$ cat config.mk
export PLATFORM = sky130hd
export DESIGN_NAME = unlock_reg
export DESIGN_NICKNAME = d
export VERILOG_FILES = /design/src/rtl/unlock_reg.sv
export SDC_FILE = /design/constraint.sdc
export NUM_CORES = 1
export LEC_CHECK = 0
export ABC_AREA = 1
export ABC_CLOCK_PERIOD_IN_PS = 2700
export BUFFER_PORTS_ARGS = -buffer_cell sky130_fd_sc_hd__buf_4
export CAP_MARGIN = 0
export CORE_MARGIN = 3
export CORE_UTILIZATION = 25
export DETAILED_ROUTE_END_ITERATION = 7
export PLACE_DENSITY = 0.53
export SETUP_SLACK_MARGIN = 0.4
export SYNTH_ARGS = -nofsm -noshare
export SYNTH_HDL_FRONTEND = slang
export SYNTH_SLANG_ARGS = --single-unit
$ cat constraint.sdc
create_clock -name clk -period 2.7 [get_ports clk]
set_clock_uncertainty 0.05 [all_clocks]
set_input_delay 0.405 -clock clk [delete_from_list [all_inputs] [get_ports clk]]
set_output_delay 0.405 -clock clk [all_outputs]
set_load 0.03 [all_outputs]
$ cat src/rtl/unlock_reg.sv
module unlock_reg #(
  parameter logic [7:0]  LO_KEY1 = 8'h46,
  parameter logic [7:0]  LO_KEY2 = 8'h57,
  parameter logic [7:0]  HI_KEY1 = 8'h78,
  parameter logic [7:0]  HI_KEY2 = 8'h9A,
  parameter logic [15:0] RST_VAL = 16'h0000
) (
  input  logic        clk,
  input  logic        rst_n,
  input  logic        insn_valid,
  input  logic        wr_en,
  input  logic        wr_hi,
  input  logic [7:0]  wr_data,
  output logic        win_lo,
  output logic        win_hi,
  output logic [15:0] ctrl_q,
  output logic        seq_err
);
  typedef enum logic [1:0] {S_IDLE, S_KEY1, S_OPEN} lane_st_t;

  logic [1:0] open_v;
  logic [1:0] bad_v;

  for (genvar g = 0; g < 2; g++) begin : g_lane
    localparam logic [7:0] K1  = (g == 0) ? LO_KEY1 : HI_KEY1;
    localparam logic [7:0] K2  = (g == 0) ? LO_KEY2 : HI_KEY2;
    localparam logic       SEL = 1'(g);

    lane_st_t   st_q, st_d;
    logic [7:0] byte_q;
    logic       hit, bad;

    assign hit = insn_valid && wr_en && (wr_hi == SEL);

    always_comb begin
      st_d = st_q;
      bad  = 1'b0;
      if (insn_valid) begin
        if (!hit)                              st_d = S_IDLE;
        else if (st_q == S_OPEN)               st_d = S_IDLE;
        else if (st_q == S_KEY1 && wr_data == K2) st_d = S_OPEN;
        else if (wr_data == K1)                st_d = S_KEY1;
        else begin
          st_d = S_IDLE;
          bad  = 1'b1;
        end
      end
    end

    always_ff @(posedge clk or negedge rst_n) begin
      if (!rst_n) begin
        st_q   <= S_IDLE;
        byte_q <= RST_VAL[g*8 +: 8];
      end else begin
        st_q <= st_d;
        if (hit && st_q == S_OPEN) byte_q <= wr_data;
      end
    end

    assign ctrl_q[g*8 +: 8] = byte_q;
    assign open_v[g]        = (st_q == S_OPEN);
    assign bad_v[g]         = bad;
  end

  always_ff @(posedge clk or negedge rst_n) begin
    if (!rst_n) seq_err <= 1'b0;
    else        seq_err <= seq_err | (|bad_v);
  end

  assign win_lo = open_v[0];
  assign win_hi = open_v[1];
endmodule


==> flow_summary.ini, run 1 <==
[clock_tree]
post_cts_resized = 0
cts_buffers = 3
cts_tree = built
path_clk_slew_ns = 0.07
cts.sinks = 21
clockBufferDepth = 2
root_buffer = clkbuf_8
cts-htree-levels = 1
clk_latency_ns = 0.25

[timing]
finalHoldViolations = 0
grt_setup_unrepaired = false
final.setup.tns_ns = 0
finalMaxSlewViolations = 0
timing.fmax_ghz = 0.649
setup_ws_ns = 1.16
min_period_ns = 1.54
tightest_slew_ns = 0.383
period_share = 0.570
relSlewSlack = 0.744
finalSetupViolCount = 0

[critical_path]
crit_family = flip-flops
reg2reg_to = g_lane[1].byte_q[6]
worstSetupPathType = register to primary output
worst-path-buf-inv = 2
cp.depth = 3
crit_chain = inv_1 -> nor2_1 -> buf_4
cp-end-kind = primary output
crit_start = g_lane[0].st_q[1]
cp_slowest_stage_delay_ns = 0.39
r2r_start = g_lane[1].st_q[0]
rrSetupSlack_ns = 1.39
cp-endpoint = win_lo
critPathLaunchType = register
worstPathMaxFanout = 3
slowest_stage = dfrtp_1
cp_data_arrival_time_ns = 1.08
cp.required_ns = 2.25
reg2reg_depth = 3

[logic_synthesis]
ys_seq_elements = 21
async_reset_ff_frac = 1.00
synth_flop_cell = dfrtp_1
synth_area_leaders = dfrtp_1, nand2_1, o21ai_2
synth_top_area_cell = dfrtp_1
synth_edf_count = 0
synth_cell_types = 16
yosys_warnings = 0
synth.yosys.seq_area_share = 0.546
synth.top_cell.area_share = 0.546
avgSynthCellArea_sq_um = 8.91
syn_inst = 108
netlist_area_sq_um = 962
syn_nets = 121

[finish]
fin_area_sq_um = 1290
fillCellCount = 378
finalNetCount = 156
drive_gt1_frac = 0.324
antenna_cells = 0
syn2layout_area_growth_pct = 34.3

[pwr]
power_density_nw_per_um2 = 465
power.leakage_nw = 0.656
ir_worst_vdd_uv = 297

[routing]
ant_nets = 0
vias = 828
first_pass_iters = 4
wire_per_inst_um = 11.6
drt_wl_total_um = 2170
maxUsedRoutingLayer = met4
met2WireLength_um = 902
wl_met1_um = 1030
viasPerCell = 4.40
post-route-drc-count = 0
drt-initial-drc-count = 26
met3_length_um = 211

[global_routing]
grt_pass1_vias = 817
overflow = 0
track_usage = 0.103
grt_pass1_wl_um = 3610
grt_max_degree = 22
antenna_found_initial = 0

[die]
io-pin-count = 32
dieWidth_um = 68.0
start_util = 0.273
die_area_sq_um = 4630
rows = 21
coreArea_sq_um = 3520
die_h_um = 68.0

[place]
preCtsSetupSlack_ns = 1.27
hpwl_um = 1750
io_buffers = 31
place_congestion = 0.807
place_area_sq_um = 1240

[run_status]
outcome = completed

[hold_path]
min_path_type = primary input to register

[job]
drv_cap = 0
==> Yosys cell counts (2+ instances only) <==
cell	count
nand2_1	29
inv_1	13
dfrtp_1	21
nand3_1	7
o22ai_1	2
o21ai_2	8
o21ai_0	9
nor2_1	11
==> sequential cells by signal (all words and copies together), names as in the netlist <==
register and flops:
g_lane.byte_q 16, g_lane.st_q 4, seq_err 1
==> metal layers <==
layer / vias to the layer above / GRT usage
met3: 2 / 0.0411
met1: 372 / 0.140
li1: 420 / -
met2: 34 / 0.152
met4: 0 / 0.0298
met5: - / 0
==> area by class of cell <==
| cell class | count | area (sq um) | share of cell area |
|---|---|---|---|
| clock buffers | 3 | 41.3 | 0.0319 |
| repair buffers | 32 | 243 | 0.188 |
| flip-flops and latches | 21 | 526 | 0.407 |
| inverters | 13 | 48.8 | 0.0378 |
| well taps | 46 | 57.6 | 0.0445 |
| multi-input cells | 72 | 372 | 0.288 |
| clock inverters | 1 | 5.00 | 0.00387 |
==> kinds of logic (layout without fill, tap and decap cells) <==
logic type             count (synthesis)  after routing  synth area share
buffers and inverters                 15             49            0.0676
DFF                                   21             21             0.546
AOI/OAI and AO/OA                     20             20             0.140
and+or+nand+nor                       52             52             0.246
==> report_power, final <==
part	internal (mW)	total [mW]	leakage (nW)	switching, mW
Sequential	0.321	0.325	0.286	0.00394
Clock	0.103	0.201	0.0255	0.0987
Combinational	0.0291	0.0740	0.345	0.0448
==> metrics by stage <==
| stage | utilization | hold slack, ns | std cells | power (mW) |
|---|---|---|---|---|
| global route | 0.367 | 0.334 | 188 | 0.635 |
| finish | 0.367 | 0.338 | 188 | 0.600 |
| detailed placement | 0.351 | 0.254 | 183 | 0.405 |
| CTS | 0.367 | 0.332 | 188 | 0.611 |
| global placement | 0.351 | 0.255 | 183 | 0.405 |
| floorplan | - | 0.0594 | 108 | 0.365 |
==> cell usage in the layout, fill, tap and decap left out <==
| master | synthesis | final |
|---|---|---|
| buf_4 | 0 | 31 |
| nand2_1 | 29 | 29 |
| dfrtp_1 | 21 | 21 |
| inv_1 | 13 | 13 |
| nor2_1 | 11 | 11 |
| o21ai_0 | 9 | 9 |
| o21ai_2 | 8 | 8 |
| nand3_1 | 7 | 7 |
| clkbuf_8 | 0 | 3 |
| o22ai_1 | 2 | 2 |
| nor2_2 | 1 | 1 |
| nor3_1 | 1 | 1 |
| nand3b_1 | 1 | 1 |
| nand4_2 | 1 | 1 |
| nand3b_4 | 1 | 1 |
| o21bai_1 | 1 | 1 |
| clkinv_2 | 0 | 1 |
| dlygate4sd3_1 | 0 | 1 |
==> timing repair <==
action / 4_1_cts / 5_1_grt
hold buffers: 1 / 0
endpoints found under the hold margin: 21 / 0
setup buffers: 0 / 0
==> worst min-delay path by stage <==
stage / start / endpoint / depth (start not counted)
2_1_floorplan: rst_n / g_lane[0].byte_q[0] / 0
3_3_place_gp: rst_n / g_lane[1].byte_q[3] / 1
3_5_place_dp: rst_n / g_lane[1].byte_q[3] / 1
4_1_cts: insn_valid / g_lane[0].st_q[1] / 2
5_1_grt: insn_valid / g_lane[0].st_q[1] / 2
6_report: insn_valid / g_lane[0].st_q[0] / 2
No activity file was read; power rests on OpenSTA's default activity.
==> inputs of run 2 (changes only) <==
- ABC_CLOCK_PERIOD_IN_PS: 2700 -> 1400
- PLACE_DENSITY: 0.53 -> 0.55
- clock period: 2.7 -> 1.4 ns (I/O delays scaled with it)
==> run 2 against run 1 <==
  * Critical path depth down 1
  * Worst hold slack worse by 0.15 ns
  * Cell area up 27%
  * Non-clock buffer count up 21
  * Register-to-register slack worse by 1.1 ns
  * Die area unchanged
  * Routed wire length up 24%
  * Sequential share of layout area down 8.5 points
  * Global-route usage up 2.6 points
  * Power up 100%
  * Critical path type unchanged
  * Largest power group unchanged
==> flow_summary.ini, run 2 (synthesis gave the netlist of run 1 again) <==
[clock_tree]
path_clk_slew_ns = 0.07
clk_latency_ns = 0.26
cts_buffers = 3
cts-htree-levels = 1
cts_tree = built
cts.sinks = 21
clockBufferDepth = 2
root_buffer = clkbuf_8

[routing]
viasPerCell = 4.53
post-route-drc-count = 0
first_pass_iters = 4
vias = 956
wire_per_inst_um = 12.7
drt_wl_total_um = 2690
ant_nets = 0
drt-initial-drc-count = 23

[job]
drv_cap = 0

[critical_path]
reg2reg_to = seq_err
r2r_start = g_lane[0].st_q[0]
cp_data_arrival_time_ns = 0.95
worstSetupPathType = register to primary output
worstPathMaxFanout = 2
reg2reg_depth = 6
cp-end-kind = primary output
rrSetupSlack_ns = 0.25
cp.required_ns = 1.14
critPathLaunchType = register

[pwr]
power.leakage_nw = 0.805
seqPwrFrac = 0.517
power_density_nw_per_um2 = 744
power_frac_clock = 0.329
p_sw_frac = 0.259
switchingPower_mw = 0.315
ir_worst_vdd_uv = 509
power.internal_mw = 0.902
p_comb_frac = 0.154

[timing]
period_share = 0.861
finalHoldViolations = 0
timing.fmax_ghz = 0.830
tightest_slew_ns = 0.273
final.setup.tns_ns = 0
finalSetupViolCount = 0
grt_setup_unrepaired = true
relSlewSlack = 0.818
min_period_ns = 1.21
finalMaxSlewViolations = 0

[finish]
final_cell_mix = buf_4, dfrtp_1, buf_6
top_regs = g_lane.byte_q (16), g_lane.st_q (4), seq_err (1)
finalNetCount = 179
fillCellCount = 369
syn2layout_area_growth_pct = 70.0
drive_gt1_frac = 0.515
antenna_cells = 0
fin_area_sq_um = 1640
final_common_cell = buf_4
multi_input_area_sq_um = 473
final-seq-area_sq_um = 526
largest-register = g_lane.byte_q
largest_reg_flops = 16

[hold_path]
worstHoldStart = insn_valid
min_path_type = primary input to register
min_delay_path_depth = 2
hold_end = g_lane[0].st_q[0]

[global_routing]
grt_pass1_wl_um = 4420
track_usage = 0.129
grt_pass1_vias = 914
antenna_found_initial = 0
overflow = 0
grt_max_degree = 22

[place]
place_congestion = 0.815
io_buffers = 31
place_area_sq_um = 1270
hpwl_um = 1770

[die]
start_util = 0.273
die_area_sq_um = 4630
rows = 21
coreArea_sq_um = 3520
io-pin-count = 32
die_h_um = 68.0
dieWidth_um = 68.0

[run_status]
outcome = completed
## run 2: cell types whose count changed in the layout (fill, tap and decap cells not counted), sizes merged
cell | before | now
buf | 31 | 52
nand3b | 2 | 3
nand4 | 1 | 2
## run 2: cell type report
type                       instances  area share
clock buffer                       3      0.0252
inverter                          13      0.0329
tap                               46      0.0352
sequential                        21       0.321
multi-input combinational         74       0.289
timing repair buffer              53       0.293
clock inverter                     1     0.00306
## run 2: how the worst max path moves through the flow
stage / start / end / slack [ns] / cells past startpoint
CTS: g_lane[0].st_q[1] / win_lo / 0.16 / 3
detailed placement: wr_hi / g_lane[0].byte_q[1] / 0.15 / 5
global route: g_lane[0].st_q[0] / seq_err / 0.13 / 6
global placement: wr_hi / g_lane[0].byte_q[0] / 0.18 / 5
finish: g_lane[0].st_q[0] / win_lo / 0.19 / 2
floorplan: g_lane[1].st_q[0] / g_lane[1].byte_q[6] / 0.16 / 5
## run 2: power by group through the flow
stage	Clock, mW	Sequential, mW	Combinational [mW]
floorplan	0	0.665	0.0394
global placement	0	0.639	0.148
detailed placement	0	0.640	0.150
CTS	0.411	0.630	0.183
global route	0.454	0.631	0.204
finish	0.401	0.629	0.187
## run 2: through the flow
step / power, mW / worst slack [ns] / hold WS, ns / instances / utilization
global route: 1.29 / 0.134 / 0.186 / 211 / 0.464
finish: 1.22 / 0.194 / 0.187 / 211 / 0.464
floorplan: 0.705 / 0.164 / -0.136 / 108 / -
global placement: 0.788 / 0.179 / 0.0594 / 184 / 0.361
detailed placement: 0.789 / 0.149 / 0.0637 / 184 / 0.361
CTS: 1.22 / 0.162 / 0.177 / 205 / 0.445
## run 2: critical path, stage by stage, from the launching register on
cell and delay, ns:
dfrtp_1 0.42, nor2_4 0.13, buf_6 0.13
## run 2: per-layer routing
layer,wire length (um),global-route usage,vias to the layer above
met2,1280,0.191,29
met1,1210,0.183,460
met5,0,0,-
met3,163,0.0411,4
met4,29,0.0298,0
li1,-,-,463
## run 2: repair_timing
item / CTS / global route
hold buffers: 1 / 0
gates resized for setup: 36 / 6
pin swaps: 8 / 13
buffers inserted: 14 / 6
endpoints found under the setup margin: 39 / 39
gates cloned: 2 / 0
endpoints found under the hold margin: 21 / 0
